===== config.mk =====
export PLATFORM = sky130hd
export DESIGN_NAME = resv_monitor
export DESIGN_NICKNAME = d
export VERILOG_FILES = /design/src/rtl/resv_pkg.sv /design/src/rtl/resv_classify.sv /design/src/rtl/resv_table.sv /design/src/rtl/resv_decide.sv /design/src/rtl/resv_monitor.sv
export SDC_FILE = /design/constraint.sdc
export NUM_CORES = 1
export LEC_CHECK = 0
export BUFFER_PORTS_ARGS = -buffer_cell sky130_fd_sc_hd__buf_2
export CAP_MARGIN = 25
export CORE_MARGIN = 5
export CORE_UTILIZATION = 60
export DETAILED_ROUTE_END_ITERATION = 7
export MAX_ROUTING_LAYER = met4
export PLACE_DENSITY = 0.8
export SETUP_SLACK_MARGIN = 0.1
export SLEW_MARGIN = 40
export SYNTH_ARGS = -nofsm -noshare
export SYNTH_HDL_FRONTEND = slang
export SYNTH_SLANG_ARGS = --single-unit

===== constraint.sdc =====
create_clock -name clk -period 4.3 [get_ports clk]
set_clock_uncertainty 0.05 [all_clocks]
set_input_delay 0.86 -clock clk [delete_from_list [all_inputs] [get_ports clk]]
set_output_delay 0.86 -clock clk [all_outputs]
set_load 0.01 [all_outputs]

===== src/rtl/resv_pkg.sv =====
package resv_pkg;

  // Request class after decoding
  typedef enum logic [1:0] {
    OP_IDLE       = 2'd0,
    OP_LOAD_RSV   = 2'd1,
    OP_STORE      = 2'd2,
    OP_COND_STORE = 2'd3
  } resv_op_e;

endpackage


===== src/rtl/resv_classify.sv =====
module resv_classify
  import resv_pkg::*;
#(
  parameter int NUM_CTX    = 4,
  parameter int CTX_W      = 2,
  parameter int ADDR_W     = 32,
  parameter int GRAN_SHIFT = 3
) (
  input  logic               req_valid,
  input  logic [CTX_W-1:0]   req_ctx,
  input  logic               req_ctx_known,
  input  logic [ADDR_W-1:0]  req_addr,
  input  logic               req_rd,
  input  logic               req_wr,
  input  logic               req_cond,
  input  logic               req_from_cache,
  output resv_op_e           op,
  output logic [ADDR_W-1:0]  key,
  output logic [NUM_CTX-1:0] who
);

  localparam logic [ADDR_W-1:0] GRAN_MASK =
    ~((ADDR_W'(1) << GRAN_SHIFT) - ADDR_W'(1));

  assign key = req_addr & GRAN_MASK;

  always_comb begin
    op = OP_IDLE;
    if (req_valid) begin
      if (req_rd) begin
        if (req_cond && !req_from_cache && req_ctx_known) begin
          op = OP_LOAD_RSV;
        end
      end else if (req_wr) begin
        op = req_cond ? OP_COND_STORE : OP_STORE;
      end
    end
  end

  // One-hot of the requesting context; all zero when no context is carried
  for (genvar i = 0; i < NUM_CTX; i++) begin : g_who
    assign who[i] = req_ctx_known && (req_ctx == CTX_W'(i));
  end

endmodule


===== src/rtl/resv_table.sv =====
module resv_table #(
  parameter int NUM_CTX = 4,
  parameter int ADDR_W  = 32
) (
  input  logic               clk,
  input  logic               rst_n,
  input  logic [NUM_CTX-1:0] set_vec,
  input  logic [ADDR_W-1:0]  set_key,
  input  logic [NUM_CTX-1:0] clr_vec,
  input  logic [ADDR_W-1:0]  look_key,
  output logic [NUM_CTX-1:0] hit_vec
);

  logic [NUM_CTX-1:0] vld_q;
  logic [NUM_CTX-1:0] vld_d;
  logic [NUM_CTX-1:0] vld_en;
  logic [ADDR_W-1:0]  key_q [NUM_CTX];

  // Next state: a set wins over a clear (they never coincide in use)
  always_comb begin
    for (int i = 0; i < NUM_CTX; i++) begin
      vld_en[i] = set_vec[i] | clr_vec[i];
      vld_d[i]  = set_vec[i];
    end
  end

  always_ff @(posedge clk or negedge rst_n) begin
    if (!rst_n) begin
      vld_q <= '0;
    end else begin
      for (int i = 0; i < NUM_CTX; i++) begin
        if (vld_en[i]) vld_q[i] <= vld_d[i];
      end
    end
  end

  // Address storage carries no reset; it is qualified by vld_q
  always_ff @(posedge clk) begin
    for (int i = 0; i < NUM_CTX; i++) begin
      if (set_vec[i]) key_q[i] <= set_key;
    end
  end

  for (genvar i = 0; i < NUM_CTX; i++) begin : g_cmp
    assign hit_vec[i] = vld_q[i] && (key_q[i] == look_key);
  end

endmodule


===== src/rtl/resv_decide.sv =====
module resv_decide
  import resv_pkg::*;
#(
  parameter int NUM_CTX = 4
) (
  input  resv_op_e           op,
  input  logic [NUM_CTX-1:0] who,
  input  logic [NUM_CTX-1:0] hit_vec,
  output logic               store_allow,
  output logic               cond_ok,
  output logic [NUM_CTX-1:0] set_vec,
  output logic [NUM_CTX-1:0] clr_vec,
  output logic [NUM_CTX-1:0] clr_excl
);

  logic own_hit;

  assign own_hit = |(hit_vec & who);

  always_comb begin
    store_allow = 1'b0;
    cond_ok     = 1'b0;
    set_vec     = '0;
    unique case (op)
      OP_LOAD_RSV:   set_vec = who;
      OP_STORE:      store_allow = 1'b1;
      OP_COND_STORE: begin
        store_allow = own_hit;
        cond_ok     = own_hit;
      end
      default: ;
    endcase
  end

  assign clr_vec  = store_allow ? hit_vec : '0;
  assign clr_excl = clr_vec & ~who;

endmodule


===== src/rtl/resv_monitor.sv =====
module resv_monitor
  import resv_pkg::*;
#(
  parameter int NUM_CTX    = 4,
  parameter int ADDR_W     = 32,
  parameter int GRAN_SHIFT = 3,
  parameter int CTX_W      = (NUM_CTX > 1) ? $clog2(NUM_CTX) : 1
) (
  input  logic               clk,
  input  logic               rst_n,
  input  logic               req_valid,
  input  logic [CTX_W-1:0]   req_ctx,
  input  logic               req_ctx_known,
  input  logic [ADDR_W-1:0]  req_addr,
  input  logic               req_rd,
  input  logic               req_wr,
  input  logic               req_cond,
  input  logic               req_from_cache,
  output logic               store_allow,
  output logic               cond_ok,
  output logic [NUM_CTX-1:0] clr_excl
);

  resv_op_e           op;
  logic [ADDR_W-1:0]  key;
  logic [NUM_CTX-1:0] who;
  logic [NUM_CTX-1:0] hit_vec;
  logic [NUM_CTX-1:0] set_vec;
  logic [NUM_CTX-1:0] clr_vec;

  resv_classify #(
    .NUM_CTX(NUM_CTX), .CTX_W(CTX_W), .ADDR_W(ADDR_W), .GRAN_SHIFT(GRAN_SHIFT)
  ) u_classify (
    .req_valid(req_valid), .req_ctx(req_ctx), .req_ctx_known(req_ctx_known),
    .req_addr(req_addr), .req_rd(req_rd), .req_wr(req_wr), .req_cond(req_cond),
    .req_from_cache(req_from_cache), .op(op), .key(key), .who(who)
  );

  resv_table #(
    .NUM_CTX(NUM_CTX), .ADDR_W(ADDR_W)
  ) u_table (
    .clk(clk), .rst_n(rst_n), .set_vec(set_vec), .set_key(key),
    .clr_vec(clr_vec), .look_key(key), .hit_vec(hit_vec)
  );

  resv_decide #(
    .NUM_CTX(NUM_CTX)
  ) u_decide (
    .op(op), .who(who), .hit_vec(hit_vec), .store_allow(store_allow),
    .cond_ok(cond_ok), .set_vec(set_vec), .clr_vec(clr_vec), .clr_excl(clr_excl)
  );

endmodule


==> flow_metrics.tcl, run 1 <==
set metrics [dict create \
    cts_sinks 120 \
    drt_first_iter_violations 325 \
    syn_nets 446 \
    finalPower_mw 2.770 \
    multi_input_area_um2 1907 \
    slew_viol_final 0 \
    rows 35 \
    cts_tree "yes" \
    power_density_nw_per_um2 425.9 \
    critical_path_class "in -> out" \
    post_cts_buffers 0 \
    vias_per_cell 6.204 \
    drtPass1Iterations 5 \
    async_reset_ff_share_pct 3.333 \
    tightest_slew_ps 719.2 \
    vias 3648 \
    start_util_pct 60.93 \
    setup_tns_ps 0 \
    synthCells 404 \
    rsz0062_at_grt "false" \
    wl_per_cell_um 22.30 \
    cts_max_level 4 \
    ir_worst_vdd_mv 0.2791 \
    ys_types 41 \
    cp-end-kind "output port" \
    worstPathRequired_ps 3390 \
    cts_resized 0 \
    place_hpwl_um 9248 \
    remaining_drc_errors 0 \
    outcome "completed" \
    gp_congestion 1.016 \
    switching_share_pct 21.75 \
    comb_power_share_pct 6.0 \
    fmax_mhz 253.2 \
    fp.dieW_um 106.2 \
    grt_pass1_wl_um 20570 \
    numCtsBuffers 17 \
    setup_viol 0 \
    synth-main-ff-cell "edfxtp_1" \
    syn_to_final_growth_pct 17.18 \
    synth_area_um2 5550 \
    p_leak_nw 2.155 \
    wl_um 13120 \
    dieArea_um2 11270 \
    ios 48 \
    antenna_found_initial 0 \
    period_share_pct 91.85 \
    avgSynthCellArea_um2 13.74 \
    fin_crit_ps 3950 \
    grt_max_degree 30 \
    diodes 0 \
    clk_path_buf_depth 2 \
    grt_use_total_pct 25.53 \
    final_nets 506 \
    min_path_type "in -> async" \
    p_int_mw 2.167 \
    postCtsHoldBufs 0 \
    critical_path_arrival_ps 3040 \
    ant_nets 0 \
    clk_pin_slew_ps 60 \
    setup_slack_ps 350.4 \
    core_area_um2 9109 \
    drv_cap 0 \
    pre_cts_slack_ps 428.7 \
    drive_gt1_share_pct 18.66 \
    fillers 630 \
    cts_root_buf "clkbuf_8" \
    clock_latency_ps 510 \
    yosysWarnings 0 \
    relSlewSlack_pct 52.00 \
    gr-total-overflow 0 \
    pwr-share-seq_pct 46.7 \
    finalHoldViolations 0 \
    crit_path_max_fanout 8 \
    pwr-share-clk_pct 47.3 \
    cp-start-kind "input pin" \
    p_sw_mw 0.6024 \
    io_buffers 44 \
    die_h_um 106.2 \
    first_global_vias 3699 \
    register_area_um2 3583 \
    yosysSeqAreaShare_pct 64.56 \
    synth_edf_count 116 \
    ys_ff_latch 120 \
]
-- stage by stage --
step	util [%]	std cells	hold slack, ps	instance area [um^2]
final	71.40	588	98.21	6504
after global routing	71.40	588	83.07	6504
after CTS	71.35	588	80.62	6499
after detailed placement	65.29	556	415.6	5947
after global placement	65.29	556	410.7	5947
after floorplan	-	404	393.3	5550
-- cell families after synthesis --
group                  share of synthesized area, %
XOR/XNOR                                      15.78
flip-flops                                    64.56
buffers and inverters                         1.353
AND/OR/NAND/NOR                               15.55
AO/OA/AOI/OAI                                 2.750
-- worst paths after layout --
path | from | end | slack [ps] | cells past startpoint
worst min register to register | u_table.vld_q[2] | u_table.vld_q[2] | 430 | 1
min in group clk | u_table.vld_q[2] | u_table.vld_q[2] | 430 | 1
worst min-delay path | rst_n | u_table.vld_q[0] | 100 | 1
worst max register to register | u_table.key_q[3][23] | u_table.vld_q[2] | 1870 | 7
worst max-delay path | req_addr[18] | clr_excl[0] | 350 | 9
max in group asynchronous | rst_n | u_table.vld_q[3] | 3980 | 1
-- layout make-up --
class | count | area share [%]
Inverter | 10 | 0.5771
Multi-Input combinational cell | 264 | 29.32
Timing Repair Buffer | 51 | 4.386
Tap cell | 111 | 2.135
Clock inverter | 13 | 2.001
Sequential cell | 120 | 55.10
Clock buffer | 19 | 6.483
-- cell usage after synthesis, drive strengths merged (2+ instances only) --
library cell / n / share of area [%]
o32ai: 2 / 0.32
nand4: 38 / 4.3
clkbuf: 10 / 0.68
and4bb: 2 / 0.45
nand2: 12 / 0.81
and3: 5 / 0.56
nor3b: 5 / 0.68
nor4b: 2 / 0.32
and3b: 2 / 0.32
a211oi: 2 / 0.27
xnor2: 81 / 13
nor3: 4 / 0.36
nand3: 10 / 0.90
nor4: 13 / 1.5
o21ai: 3 / 0.27
o22ai: 3 / 0.34
xor2: 19 / 3.0
edfxtp: 116 / 63
nor2b: 3 / 0.34
o2111ai: 2 / 0.32
inv: 10 / 0.68
nand2b: 23 / 2.6
nand3b: 3 / 0.41
dfrtp: 4 / 1.8
and4: 2 / 0.36
nor2: 15 / 1.0
-- state kept, by name, indices dropped and copies added, names as in the netlist --
name,count
u_table.vld_q,4
u_table.key_q,116
-- metal layers --
layer | GRT usage (%) | routed length [um]
met1 | 33.02 | 5484
met2 | 38.28 | 6235
met3 | 6.011 | 898
met4 | 12.49 | 498
met5 | - | 0
-- placed cells by master, fill, tap and decap left out, types with 3 or more instances in the layout --
cell,count
nand3b_1,3
clkbuf_16,16
clkinv_2,6
nor2_2,3
nor2b_1,3
and3_1,5
o22ai_1,3
xnor2_1,81
buf_2,44
buf_4,6
inv_1,9
nor3_1,4
xor2_1,19
nor4_1,13
nand3_1,10
nor3b_1,5
clkinvlp_4,3
nand2_1,12
nor2_1,11
dfrtp_1,4
nand2b_1,23
o21ai_0,3
edfxtp_1,116
nand4_1,38
-- critical path, stage by stage --
cell	delay, ps
buf_2	160
xor2_1	200
or4_1	540
nor4_1	360
nand4_1	140
and4_4	200
a21oi_2	210
nor3b_1	200
buf_2	160
-- power groups by stage --
| stage | combinational, mW | sequential, mW | clock, mW |
|---|---|---|---|
| after global routing | 0.179 | 1.29 | 1.40 |
| after detailed placement | 0.163 | 1.32 | 0 |
| final | 0.166 | 1.29 | 1.31 |
| after global placement | 0.158 | 1.32 | 0 |
| after floorplan | 0.0844 | 1.32 | 0 |
| after CTS | 0.165 | 1.29 | 1.33 |
No activity file was read; power rests on OpenSTA's default activity.
==> run 2: changes to the inputs <==
Settings changed: PLACE_DENSITY 0.8 to 0.79.
==> flow_metrics.tcl, run 2 (synthesis results as in run 1) <==
set metrics [dict create \
    numCtsBuffers 17 \
    worstPathRequired_ps 3390 \
    cts_root_buf "clkbuf_8" \
    fin_cells 585 \
    r2r-end "u_table.vld_q[2]" \
    drt_first_iter_violations 311 \
    p_sw_mw 0.5750 \
    finish.utilization_pct 71.63 \
    post_cts_buffers 0 \
    pwr-share-clk_pct 50.1 \
    critical_path_arrival_ps 3100 \
    finalHoldViolations 0 \
    setup_tns_ps 0 \
    diodes 0 \
    p_leak_nw 2.168 \
    comb_power_share_pct 5.6 \
    power_density_nw_per_um2 446.6 \
    cts_tree "yes" \
    final_nets 504 \
    reg_top3 "u_table.key_q x116, u_table.vld_q x4" \
    switching_share_pct 19.73 \
    core_area_um2 9109 \
    gr-total-overflow 0 \
    gp_congestion 0.8927 \
    largest_register_ffs 116 \
    pwr-share-seq_pct 44.4 \
    min_path_type "in -> async" \
    cts_resized 0 \
    ios 48 \
    vias_per_cell 6.068 \
    rows 35 \
    outcome "completed" \
    remaining_drc_errors 0 \
    final_common_cell "edfxtp_1" \
    postCtsHoldBufs 0 \
    placed_cells 554 \
    cp-end-kind "output port" \
    r2r-start "u_table.key_q[3][15]" \
    grt_pass1_wl_um 19420 \
    crit_path_max_fanout 8 \
    dieArea_um2 11270 \
    drv_cap 0 \
    place_hpwl_um 8852 \
    ant_nets 0 \
    r2r_setup_slack_ps 1870 \
    period_share_pct 93.23 \
    drive_gt1_share_pct 17.51 \
    cts_max_level 4 \
    io_buffers 44 \
    hold_slack_ps 96.60 \
    grt_max_degree 31 \
    slew_viol_final 0 \
    top_register "u_table.key_q" \
    clk_pin_slew_ps 60 \
    first_global_vias 3471 \
    wl_um 12620 \
    drtPass1Iterations 5 \
    grt_use_total_pct 24.20 \
    cts_sinks 120 \
    vias 3550 \
    clock_latency_ps 510 \
    wl_per_cell_um 21.57 \
    relSlewSlack_pct 46.82 \
    start_util_pct 60.93 \
    tightest_slew_ps 796.9 \
    fp.dieW_um 106.2 \
    fmax_mhz 249.5 \
    clk_path_buf_depth 2 \
    ir_worst_vdd_mv 0.2514 \
    critical_path_class "in -> out" \
    syn_to_final_growth_pct 17.56 \
    cp-start-kind "input pin" \
    worstRegToRegCells 7 \
    rsz0062_at_grt "false" \
    p_int_mw 2.339 \
    setup_viol 0 \
    die_h_um 106.2 \
    antenna_found_initial 0 \
    mostFrequentLayoutCells "edfxtp_1 (116), xnor2_1 (81), buf_2 (44), nand4_1 (38), nand2b_1 (23)" \
    fin_crit_ps 4009 \
]
run 2: cell count changes in the layout (fill, tap and decap cells not counted):
| cell | before | now |
|---|---|---|
| nor2_2 | 3 | 4 |
| clkinvlp_4 | 3 | 1 |
| buf_12 | 1 | 0 |
| inv_6 | 1 | 0 |
| clkinv_4 | 1 | 0 |
| buf_4 | 6 | 5 |
| clkbuf_1 | 2 | 4 |
| clkinv_2 | 6 | 3 |
| clkinv_1 | 0 | 1 |
| nor2_4 | 1 | 0 |
| bufinv_16 | 2 | 5 |
run 2: worst max path at each step:
stage,startpoint,to,cells after the start
6_report,req_addr[18],clr_excl[0],9
3_3_place_gp,req_addr[18],clr_excl[0],9
2_1_floorplan,req_addr[18],clr_excl[0],7
4_1_cts,req_addr[18],clr_excl[0],9
5_1_grt,req_addr[26],clr_excl[0],9
3_5_place_dp,req_addr[18],clr_excl[0],9
run 2: layer usage:
metal	wire length (um)	part of all wire, %	vias up	GRT usage [%]
met4	159	1.3	0	8.326
met5	0	0	-	-
li1	-	-	1634	-
met1	5416	43	1740	32.38
met2	6063	48	163	37.10
met3	980	7.8	13	5.222
run 2: worst max-delay path, stage by stage:
cell     delay (ps)
buf_2           160
xor2_1          210
or4_1           540
nor4_1          330
nand4_1         180
and4_4          210
a21oi_2         220
nor3b_1         220
buf_2           160
run 2: cell type report:
cell class / count / area (um^2)
clock buffer: 21 / 429.2
clock inverter: 10 / 176.4
fill: 626 / 2584
inverter: 10 / 37.54
multi-input combinational: 264 / 1902
sequential: 120 / 3583
tap: 111 / 138.9
timing repair buffer: 49 / 257.7
run 2: through the flow:
stage | area (um^2) | power, mW | setup WS, ps
6_report | 6525 | 2.914 | 291.3
5_1_grt | 6525 | 3.005 | 225.2
4_1_cts | 6525 | 2.926 | 323.5
3_5_place_dp | 5919 | 1.476 | 331.7
3_3_place_gp | 5919 | 1.472 | 409.9
2_1_floorplan | 5550 | 1.400 | 777.0
run 2: power by group through the flow:
| stage | logic, mW | clock network (mW) | registers [mW] |
|---|---|---|---|
| 2_1_floorplan | 0.0844 | 0 | 1.32 |
| 3_3_place_gp | 0.157 | 0 | 1.32 |
| 3_5_place_dp | 0.160 | 0 | 1.32 |
| 4_1_cts | 0.162 | 1.47 | 1.29 |
| 5_1_grt | 0.177 | 1.54 | 1.29 |
| 6_report | 0.162 | 1.46 | 1.29 |
==> run 3: changes to the inputs <==
Settings changed: CORE_UTILIZATION 60 to 35, PLACE_DENSITY 0.79 to 0.51.
==> flow_metrics.tcl, run 3 (synthesis results as in run 1) <==
set metrics [dict create \
    critical_path_arrival_ps 3070 \
    outcome "completed" \
    grt_pass1_wl_um 20780 \
    reg_top3 "u_table.key_q x116, u_table.vld_q x4" \
    clock_latency_ps 420 \
    cp-start-kind "input pin" \
    drive_gt1_share_pct 18.75 \
    crit_path_max_fanout 8 \
    ant_nets 0 \
    critical_path_class "in -> out" \
    dieArea_um2 18480 \
    setup_viol 0 \
    tightest_slew_ps 785.0 \
    grt_max_degree 31 \
    gp_congestion 0.8315 \
    antenna_found_initial 0 \
    vias_per_cell 4.976 \
    fin_crit_ps 3980 \
    largest_register_ffs 116 \
    cp-end-kind "output port" \
    relSlewSlack_pct 47.61 \
    fp.dieW_um 135.9 \
    finalHoldViolations 0 \
    worstPathRequired_ps 3390 \
    rows 46 \
    clk_path_buf_depth 2 \
    core_area_um2 15710 \
    period_share_pct 92.56 \
    setup_tns_ps 0 \
    slew_viol_final 0 \
    mostFrequentLayoutCells "edfxtp_1 (116), xnor2_1 (81), buf_2 (44), nand4_1 (38), nand2b_1 (23)" \
    final_nets 509 \
    pre_cts_slack_ps 358.6 \
    start_util_pct 35.32 \
    io_buffers 44 \
    die_h_um 135.9 \
    post_cts_buffers 0 \
    cts_max_level 4 \
    drtPass1Iterations 4 \
    cts_tree "yes" \
    finalPower_mw 2.801 \
    wl_um 13730 \
    diodes 0 \
    cts_sinks 120 \
    rsz0062_at_grt "false" \
    final_common_cell "edfxtp_1" \
    p_leak_nw 2.161 \
    first_global_vias 3399 \
    drt_first_iter_violations 344 \
    cts_root_buf "clkbuf_16" \
    postCtsHoldBufs 0 \
    ir_worst_vdd_mv 0.2502 \
    fmax_mhz 251.3 \
    place_hpwl_um 9895 \
    clk_pin_slew_ps 60 \
    wl_per_cell_um 19.72 \
    gr-total-overflow 0 \
    setup_slack_ps 319.9 \
    drv_cap 0 \
    remaining_drc_errors 0 \
    grt_use_total_pct 16.18 \
    vias 3463 \
    top_register "u_table.key_q" \
    numCtsBuffers 17 \
    min_path_type "in -> async" \
    power_density_nw_per_um2 421.3 \
    cts_resized 0 \
    ios 48 \
    syn_to_final_growth_pct 19.82 \
]
[run 3: critical path, stage by stage]
cell     delay, ps
buf_2          160
xor2_1         200
or4_1          540
nor4_1         310
nand4_1        140
and4_4         200
a21oi_2        260
nor3b_1        220
buf_2          170
[run 3: cell type report]
type / count / area, um^2
Clock buffer: 17 / 425.4
Clock inverter: 15 / 136.4
Fill cell: 1473 / 9062
Inverter: 10 / 37.54
Multi-Input combinational cell: 264 / 1902
Sequential cell: 120 / 3583
Tap cell: 216 / 270.3
Timing Repair Buffer: 54 / 295.3
[run 3: metal layers]
layer | up-vias | GRT usage [%] | part of all wire [%]
met5 | - | - | 0
met4 | 0 | 5.991 | 1.8
met3 | 18 | 4.071 | 5.5
met2 | 99 | 23.76 | 45
met1 | 1699 | 21.80 | 47
li1 | 1647 | - | -
[run 3: report_power, final]
| part | internal, mW | leakage, nW | switching, mW |
|---|---|---|---|
| clock | 0.838 | 0.261 | 0.505 |
| sequential | 1.29 | 1.09 | 0.00355 |
| combinational | 0.0607 | 0.814 | 0.104 |
[run 3: worst paths after layout]
kind | from | end | slack, ps | cells after the start
min in group clk | u_table.vld_q[2] | u_table.vld_q[2] | 460 | 1
worst min-delay path | rst_n | u_table.vld_q[3] | 190 | 1
worst max register to register | u_table.key_q[2][1] | u_table.vld_q[2] | 1910 | 7
max in group asynchronous | rst_n | u_table.vld_q[2] | 3880 | 1
worst max-delay path | req_addr[18] | clr_excl[0] | 320 | 9
worst min register to register | u_table.vld_q[2] | u_table.vld_q[2] | 460 | 1
[run 3: through the flow]
step	util (%)	cells	hold slack, ps	cell area, um^2
finish	42.32	696	194.0	6650
global route	42.32	696	178.9	6650
CTS	42.32	696	173.3	6650
detailed placement	38.75	664	452.5	6088
global placement	38.75	664	441.5	6088
floorplan	-	404	393.3	5550
